<file path="config.mk">
export PLATFORM = sky130hd
export DESIGN_NAME = framed_spi_ctrl
export DESIGN_NICKNAME = d
export VERILOG_FILES = /design/src/rtl/fspi_pkg.sv /design/src/rtl/fspi_sync.sv /design/src/rtl/fspi_clk_gen.sv /design/src/rtl/fspi_core.sv /design/src/rtl/framed_spi_ctrl.sv
export SDC_FILE = /design/constraint.sdc
export NUM_CORES = 1
export LEC_CHECK = 0
export ABC_AREA = 1
export BUFFER_PORTS_ARGS = -buffer_cell sky130_fd_sc_hd__buf_2
export CAP_MARGIN = 20
export CORE_ASPECT_RATIO = 0.9
export CORE_MARGIN = 3
export CORE_UTILIZATION = 55
export CTS_CLUSTER_DIAMETER = 50
export DETAILED_ROUTE_END_ITERATION = 16
export GPL_ROUTABILITY_DRIVEN = 0
export PLACE_DENSITY_LB_ADDON = 0.08
export SLEW_MARGIN = 20
export SYNTH_ARGS = -nofsm -noshare
export SYNTH_HDL_FRONTEND = slang
export SYNTH_SLANG_ARGS = --single-unit
</file>
<file path="constraint.sdc">
create_clock -name clk_i -period 1.75 [get_ports clk_i]
set_input_delay 0.35 -clock clk_i [delete_from_list [all_inputs] [get_ports clk_i]]
set_output_delay 0.35 -clock clk_i [all_outputs]
set_load 0.01 [all_outputs]
</file>
<file path="src/rtl/fspi_pkg.sv">
package fspi_pkg;
  typedef struct packed {
    logic launch;   // SCK edge on which outputs move
    logic capture;  // SCK edge on which inputs are sampled
  } sck_edge_t;
endpackage

</file>
<file path="src/rtl/fspi_sync.sv">
module fspi_sync #(
  parameter int W = 1
) (
  input  logic         clk_i,
  input  logic         rst_ni,
  input  logic [W-1:0] d_i,
  output logic [W-1:0] q_o
);
  for (genvar g = 0; g < W; g++) begin : g_bit
    logic [1:0] ff_q;
    always_ff @(posedge clk_i or negedge rst_ni) begin
      if (!rst_ni) ff_q <= '0;
      else         ff_q <= {ff_q[0], d_i[g]};
    end
    assign q_o[g] = ff_q[1];
  end
endmodule

</file>
<file path="src/rtl/fspi_clk_gen.sv">
module fspi_clk_gen
  import fspi_pkg::*;
#(
  parameter int DIV_W = 8
) (
  input  logic             clk_i,
  input  logic             rst_ni,
  input  logic             en_i,
  input  logic             clk_mst_i,
  input  logic             cpol_i,
  input  logic [DIV_W-1:0] div_i,
  input  logic             sck_s_i,
  output logic             sck_o,
  output sck_edge_t        edges_o
);
  logic [DIV_W-1:0] cnt_q;
  logic             sck_q, sck_prev_q;
  logic             run, tick, slv_edge;

  assign run = en_i & clk_mst_i;

  always_ff @(posedge clk_i or negedge rst_ni) begin
    if (!rst_ni) begin
      cnt_q      <= '0;
      sck_q      <= 1'b0;
      sck_prev_q <= 1'b0;
    end else begin
      sck_prev_q <= sck_s_i;
      if (!run) begin
        cnt_q <= '0;
        sck_q <= cpol_i;
      end else if (cnt_q == div_i) begin
        cnt_q <= '0;
        sck_q <= ~sck_q;
      end else begin
        cnt_q <= cnt_q + DIV_W'(1);
      end
    end
  end

  always_comb begin
    tick     = run && (cnt_q == div_i);
    slv_edge = en_i && !clk_mst_i && (sck_s_i != sck_prev_q);
    if (clk_mst_i) begin
      edges_o.launch  = tick && (sck_q == cpol_i);
      edges_o.capture = tick && (sck_q != cpol_i);
    end else begin
      edges_o.launch  = slv_edge && (sck_s_i != cpol_i);
      edges_o.capture = slv_edge && (sck_s_i == cpol_i);
    end
  end

  assign sck_o = sck_q;

  AST_LAUNCH_LEAVES_IDLE: assert property (@(posedge clk_i) disable iff (!rst_ni)
    (clk_mst_i && edges_o.launch) |=> (sck_o != $past(cpol_i)));
  AST_SCK_RESTS_AT_CPOL: assert property (@(posedge clk_i) disable iff (!rst_ni)
    !(en_i && clk_mst_i) |=> (sck_o == $past(cpol_i)));
endmodule

</file>
<file path="src/rtl/fspi_core.sv">
module fspi_core
  import fspi_pkg::*;
#(
  parameter int W = 16
) (
  input  logic         clk_i,
  input  logic         rst_ni,
  input  logic         en_i,
  input  logic         fs_mst_i,
  input  sck_edge_t    edges_i,
  input  logic         wr_i,
  input  logic [W-1:0] wdata_i,
  input  logic         rd_i,
  input  logic         sdi_s_i,
  input  logic         fs_s_i,
  output logic         sdo_o,
  output logic         fs_o,
  output logic [W-1:0] rdata_o,
  output logic         rx_full_o,
  output logic         rx_ovf_o,
  output logic         tx_empty_o
);
  localparam int CW = $clog2(W + 1);

  logic [W-1:0]  hold_q, tx_sh_q, rbuf_q;
  logic [W-2:0]  rx_sh_q;
  logic [CW-1:0] cnt_q;
  logic          active_q, pend_q, fs_q, seen_q, full_q, ovf_q, empty_q;
  logic          start, done;
  logic [W-1:0]  rx_word;

  assign rx_word = {rx_sh_q, sdi_s_i};

  always_comb begin
    start = edges_i.launch && (fs_mst_i ? fs_q : seen_q);
    done  = edges_i.capture && active_q && (cnt_q == CW'(1));
  end

  always_ff @(posedge clk_i or negedge rst_ni) begin
    if (!rst_ni) begin
      hold_q   <= '0;
      tx_sh_q  <= '0;
      rx_sh_q  <= '0;
      rbuf_q   <= '0;
      cnt_q    <= '0;
      active_q <= 1'b0;
      pend_q   <= 1'b0;
      fs_q     <= 1'b0;
      seen_q   <= 1'b0;
      full_q   <= 1'b0;
      ovf_q    <= 1'b0;
      empty_q  <= 1'b1;
    end else begin
      if (!en_i) begin
        active_q <= 1'b0;
        fs_q     <= 1'b0;
        seen_q   <= 1'b0;
      end else begin
        if (start) begin
          tx_sh_q  <= hold_q;
          active_q <= 1'b1;
          cnt_q    <= CW'(W);
          fs_q     <= 1'b0;
          seen_q   <= 1'b0;
          pend_q   <= 1'b0;
          empty_q  <= 1'b1;
        end else if (edges_i.launch) begin
          if (active_q) tx_sh_q <= tx_sh_q << 1;
          else if (fs_mst_i && pend_q && !fs_q) begin
            fs_q   <= 1'b1;
            pend_q <= 1'b0;
          end
        end
        if (edges_i.capture) begin
          if (!fs_mst_i && fs_s_i) seen_q <= 1'b1;
          if (active_q) begin
            rx_sh_q <= rx_word[W-2:0];
            cnt_q   <= cnt_q - CW'(1);
            if (cnt_q == CW'(1)) active_q <= 1'b0;
          end
        end
      end
      // write wins over a same-cycle load
      if (wr_i) begin
        hold_q  <= wdata_i;
        pend_q  <= 1'b1;
        empty_q <= 1'b0;
      end
      if (rd_i) begin
        full_q <= 1'b0;
        ovf_q  <= 1'b0;
      end
      if (done) begin
        if (full_q && !rd_i) ovf_q <= 1'b1;
        else begin
          rbuf_q <= rx_word;
          full_q <= 1'b1;
        end
      end
    end
  end

  assign sdo_o      = tx_sh_q[W-1];
  assign fs_o       = fs_q;
  assign rdata_o    = rbuf_q;
  assign rx_full_o  = full_q;
  assign rx_ovf_o   = ovf_q;
  assign tx_empty_o = empty_q;

  AST_SDO_AT_LAUNCH: assert property (@(posedge clk_i) disable iff (!rst_ni)
    !$stable(sdo_o) |-> $past(edges_i.launch));
  AST_FS_AT_LAUNCH: assert property (@(posedge clk_i) disable iff (!rst_ni)
    $rose(fs_q) |-> $past(edges_i.launch));
  AST_FS_ONE_PERIOD: assert property (@(posedge clk_i) disable iff (!rst_ni)
    (fs_q && edges_i.launch) |=> !fs_q);
  AST_EMPTY_ON_LOAD: assert property (@(posedge clk_i) disable iff (!rst_ni)
    (start && !wr_i) |=> empty_q);
  AST_FULL_ON_WORD: assert property (@(posedge clk_i) disable iff (!rst_ni)
    done |=> full_q);
  AST_OVF_KEEPS_DATA: assert property (@(posedge clk_i) disable iff (!rst_ni)
    (done && full_q && !rd_i) |=> (ovf_q && $stable(rbuf_q)));
endmodule

</file>
<file path="src/rtl/framed_spi_ctrl.sv">
module framed_spi_ctrl
  import fspi_pkg::*;
#(
  parameter int WORD_W = 16,
  parameter int DIV_W  = 8
) (
  input  logic              clk_i,
  input  logic              rst_ni,
  input  logic              en_i,
  input  logic              clk_mst_i,
  input  logic              fs_mst_i,
  input  logic              cpol_i,
  input  logic [DIV_W-1:0]  div_i,
  input  logic              wr_i,
  input  logic [WORD_W-1:0] wdata_i,
  input  logic              rd_i,
  output logic [WORD_W-1:0] rdata_o,
  output logic              rx_full_o,
  output logic              rx_ovf_o,
  output logic              tx_empty_o,
  input  logic              sck_i,
  output logic              sck_o,
  output logic              sck_oe_o,
  input  logic              sdi_i,
  output logic              sdo_o,
  input  logic              fs_i,
  output logic              fs_o,
  output logic              fs_oe_o
);
  localparam int N_SYNC = 3;

  logic [N_SYNC-1:0] sync_q;
  sck_edge_t         edges;

  fspi_sync #(.W(N_SYNC)) u_sync (
    .clk_i (clk_i),
    .rst_ni(rst_ni),
    .d_i   ({sck_i, sdi_i, fs_i}),
    .q_o   (sync_q)
  );

  fspi_clk_gen #(.DIV_W(DIV_W)) u_clk_gen (
    .clk_i    (clk_i),
    .rst_ni   (rst_ni),
    .en_i     (en_i),
    .clk_mst_i(clk_mst_i),
    .cpol_i   (cpol_i),
    .div_i    (div_i),
    .sck_s_i  (sync_q[2]),
    .sck_o    (sck_o),
    .edges_o  (edges)
  );

  fspi_core #(.W(WORD_W)) u_core (
    .clk_i     (clk_i),
    .rst_ni    (rst_ni),
    .en_i      (en_i),
    .fs_mst_i  (fs_mst_i),
    .edges_i   (edges),
    .wr_i      (wr_i),
    .wdata_i   (wdata_i),
    .rd_i      (rd_i),
    .sdi_s_i   (sync_q[1]),
    .fs_s_i    (sync_q[0]),
    .sdo_o     (sdo_o),
    .fs_o      (fs_o),
    .rdata_o   (rdata_o),
    .rx_full_o (rx_full_o),
    .rx_ovf_o  (rx_ovf_o),
    .tx_empty_o(tx_empty_o)
  );

  assign sck_oe_o = clk_mst_i;
  assign fs_oe_o  = fs_mst_i;
endmodule

</file>
==> results.toml <==
[power_and_ir_drop]
vdd_ir_drop_max_uv = 528
p_leak_uw = 0.00263
power_frac_clock = 0.343
power.density_nw_per_um2 = 902
p_comb_frac = 0.145
total_power_uw = 4650
switchingPower_uw = 1260
p_int_uw = 3390
switching_share = 0.270
p_seq_frac = 0.512

[cells_and_area]
diodes = 0
n_fill_cell = 477
drive_gt1_frac = 0.296
synthToLayoutAreaGrowth_pct = 28.0
final_common_cell = "nand2_1"
postLayoutCellArea_um2 = 5160
layout_common_cells = "nand2_1 (161), dfrtp_1 (90), buf_2 (57)"
fin_nets = 592

[worst_hold_path]
hold_start = "sdi_i"
min_delay_path_depth = 1
hp-class = "in -> reg"
min_to = "u_sync.g_bit[1].ff_q[0]"

[logic_synthesis]
synth_top_area_frac = 0.559
synth_cell_types = 29
yosys.area.top_type = "dfrtp_1"
synthesis.instances = 471
ys_seq_area_frac = 0.565
netlist_area_um2 = 4030
syn_nets = 509
yosys_warnings = 0
yosys-top-cells-area = "dfrtp_1 (56%), nand2_1 (18%), inv_1 (4.1%)"
postSynthRegisterBits = 91
synth.avg_cell_area_um2 = 8.56

[drt]
routed_via_density = 5.27
avgRoutedWirePerCell_um = 14.2
routed_wl_um = 9200
num_vias = 3412
drt.antenna.violating_nets = 0
drt_iter0_drc = 175
firstDrtPassIters = 4
drc = 0

[floorplan]
die_h_um = 87.2
pin_count = 59
die_area_um2 = 8390
start_util = 0.590
rows = 28
die_width_um = 96.2
coreArea_um2 = 6830

[global_route]
grt_remaining_overflow = 0
grt_pass1_vias = 3167
antenna_found_initial = 0
grt_use_total = 0.217
grt_pass1_wl_um = 14100
grt_max_degree = 40

[clock_network]
cts_tree = "yes"
cts_max_path_buffers = 2
clkTransAtPathRegs_ps = 90
cts_root_buffer = "clkbuf_8"
cts.sinks = 91
htreeDepth = 3
clock_latency_ps = 370
cts-buffers-inserted = 9

[setup_path]
timing_worst_setup_path_type = "reg -> reg"
r2r_cells = 9
worstReg2RegStart = "u_clk_gen.cnt_q[2]"
cp.arrival_ps = 2010
startpoint_type = "flip-flop"
rr_endpoint = "u_core.rdata_o[0]"
worst-r2r-setup-slack_ps = -4
critPathRequiredTime_ps = 2010
worst_setup_path_end_kind = "flip-flop"
crit_fanout = 16

[place]
place_area_um2 = 4490
post-dp-hpwl_um = 5570
post-place-ws_ps = -43.1
port_buffers = 58

[sta]
slew-limit-headroom = 0.620
finalMaxSlewViolations = 0
period_needed_ps = 1750
fin_crit_sh = 1.00
max_freq_mhz = 570
hold_viol_final = 0
worstMarginPinSlew_ps = 569
fin_skew_ps = 17.5
finalSetupViolations = 2
layout_setup_ws_ps = -3.90
whs_ps = 84.1
rsz0062_at_grt = "yes"

[run_status]
outcome = "complete, but fails checks"
failed_checks = "negative setup slack"

[flow_run]
max_cap_viol_count = 0
-- cell families after synthesis --
group / share of synthesized area
adder cells (fa/ha/maj): 0.00931
XOR/XNOR: 0.0196
AO/OA/AOI/OAI: 0.0779
AND/OR/NAND/NOR: 0.256
buffers and inverters: 0.0720
flip-flops: 0.565
-- critical path: stages (launching register included) --
cell and delay (ps):
dfrtp_1 410, xnor2_1 140, nand2_1 100, nor2_4 150
nand3_4 110, o21bai_4 250, nand3_4 160, clkbuf_16 210
nand2_1 60, o21ai_1 60
-- registers in the layout (all words and copies together), names as in the netlist --
| register | count |
|---|---|
| u_core.rdata_o | 16 |
| u_core.fs_o | 1 |
| u_core.pend_q | 1 |
| u_clk_gen.sck_prev_q | 1 |
| u_core.hold_q | 16 |
| u_core.rx_sh_q | 15 |
| u_core.rx_full_o | 1 |
| u_core.rx_ovf_o | 1 |
| u_clk_gen.sck_o | 1 |
| u_core.tx_sh_q | 16 |
| u_core.tx_empty_o | 1 |
| u_core.seen_q | 1 |
| u_clk_gen.cnt_q | 8 |
| u_sync.g_bit.ff_q | 6 |
| u_core.active_q | 1 |
| u_core.cnt_q | 5 |
-- worst max path at each step --
| stage | startpoint | end |
|---|---|---|
| 5_1_grt | u_sync.g_bit[2].ff_q[1] | u_core.tx_sh_q[13] |
| 4_1_cts | u_clk_gen.cnt_q[5] | u_core.rx_sh_q[11] |
| 3_3_place_gp | div_i[6] | u_core.tx_sh_q[8] |
| 2_1_floorplan | u_clk_gen.sck_o | u_core.tx_sh_q[10] |
| 3_5_place_dp | en_i | u_core.tx_sh_q[11] |
| 6_report | u_clk_gen.cnt_q[2] | u_core.rdata_o[0] |
-- metal layers --
metal / wire length, um / vias up / global-route usage / share of wire
met4: 91 / 0 / 0.0685 / 0.0099
met2: 4460 / 101 / 0.339 / 0.48
met1: 4140 / 1645 / 0.296 / 0.45
met5: 0 / - / 0 / 0
met3: 503 / 11 / 0.0614 / 0.055
li1: - / 1655 / - / -
-- repair_timing --
item	in CTS	in global routing
hold endpoints to repair	31	0
hold buffers	1	0
pin swaps	0	12
endpoints found under the setup margin	3	56
setup buffers	0	11
cloned	1	5
resized for setup	0	74
-- layout make-up --
class | instances | area (um2) | area share
clock inverters | 5 | 85.1 | 0.0165
repair buffers | 88 | 649 | 0.126
inverters | 47 | 181 | 0.0352
multi-input cells | 317 | 1710 | 0.332
well taps | 90 | 113 | 0.0218
clock buffers | 10 | 138 | 0.0267
flip-flops and latches | 91 | 2280 | 0.442
-- synth_stat cells (all sizes together) --
master / number
a21oi: 7
and3: 1
buf: 15
clkbuf: 4
dfrtp: 90
dfstp: 1
ha: 3
inv: 47
nand2: 199
nand3: 14
nand4: 15
nor2: 16
nor3: 3
o211ai: 2
o21ai: 44
o21bai: 1
xnor2: 7
xor2: 2
-- power by group through the flow --
| stage | Combinational, uW | Clock, uW | Sequential, uW |
|---|---|---|---|
| floorplan | 369 | 0 | 2370 |
| global placement | 543 | 0 | 2390 |
| detailed placement | 565 | 0 | 2390 |
| CTS | 577 | 1630 | 2360 |
| global route | 764 | 1730 | 2400 |
| finish | 675 | 1590 | 2380 |
-- per-stage QoR --
stage / util / cells / TNS, ps
global placement: 0.657 / 615 / -7.72
floorplan: - / 471 / 0
CTS: 0.692 / 632 / 0
finish: 0.755 / 648 / -6.94
detailed placement: 0.657 / 615 / -316
global route: 0.755 / 648 / -4250
No activity file was read; power rests on OpenSTA's default activity.
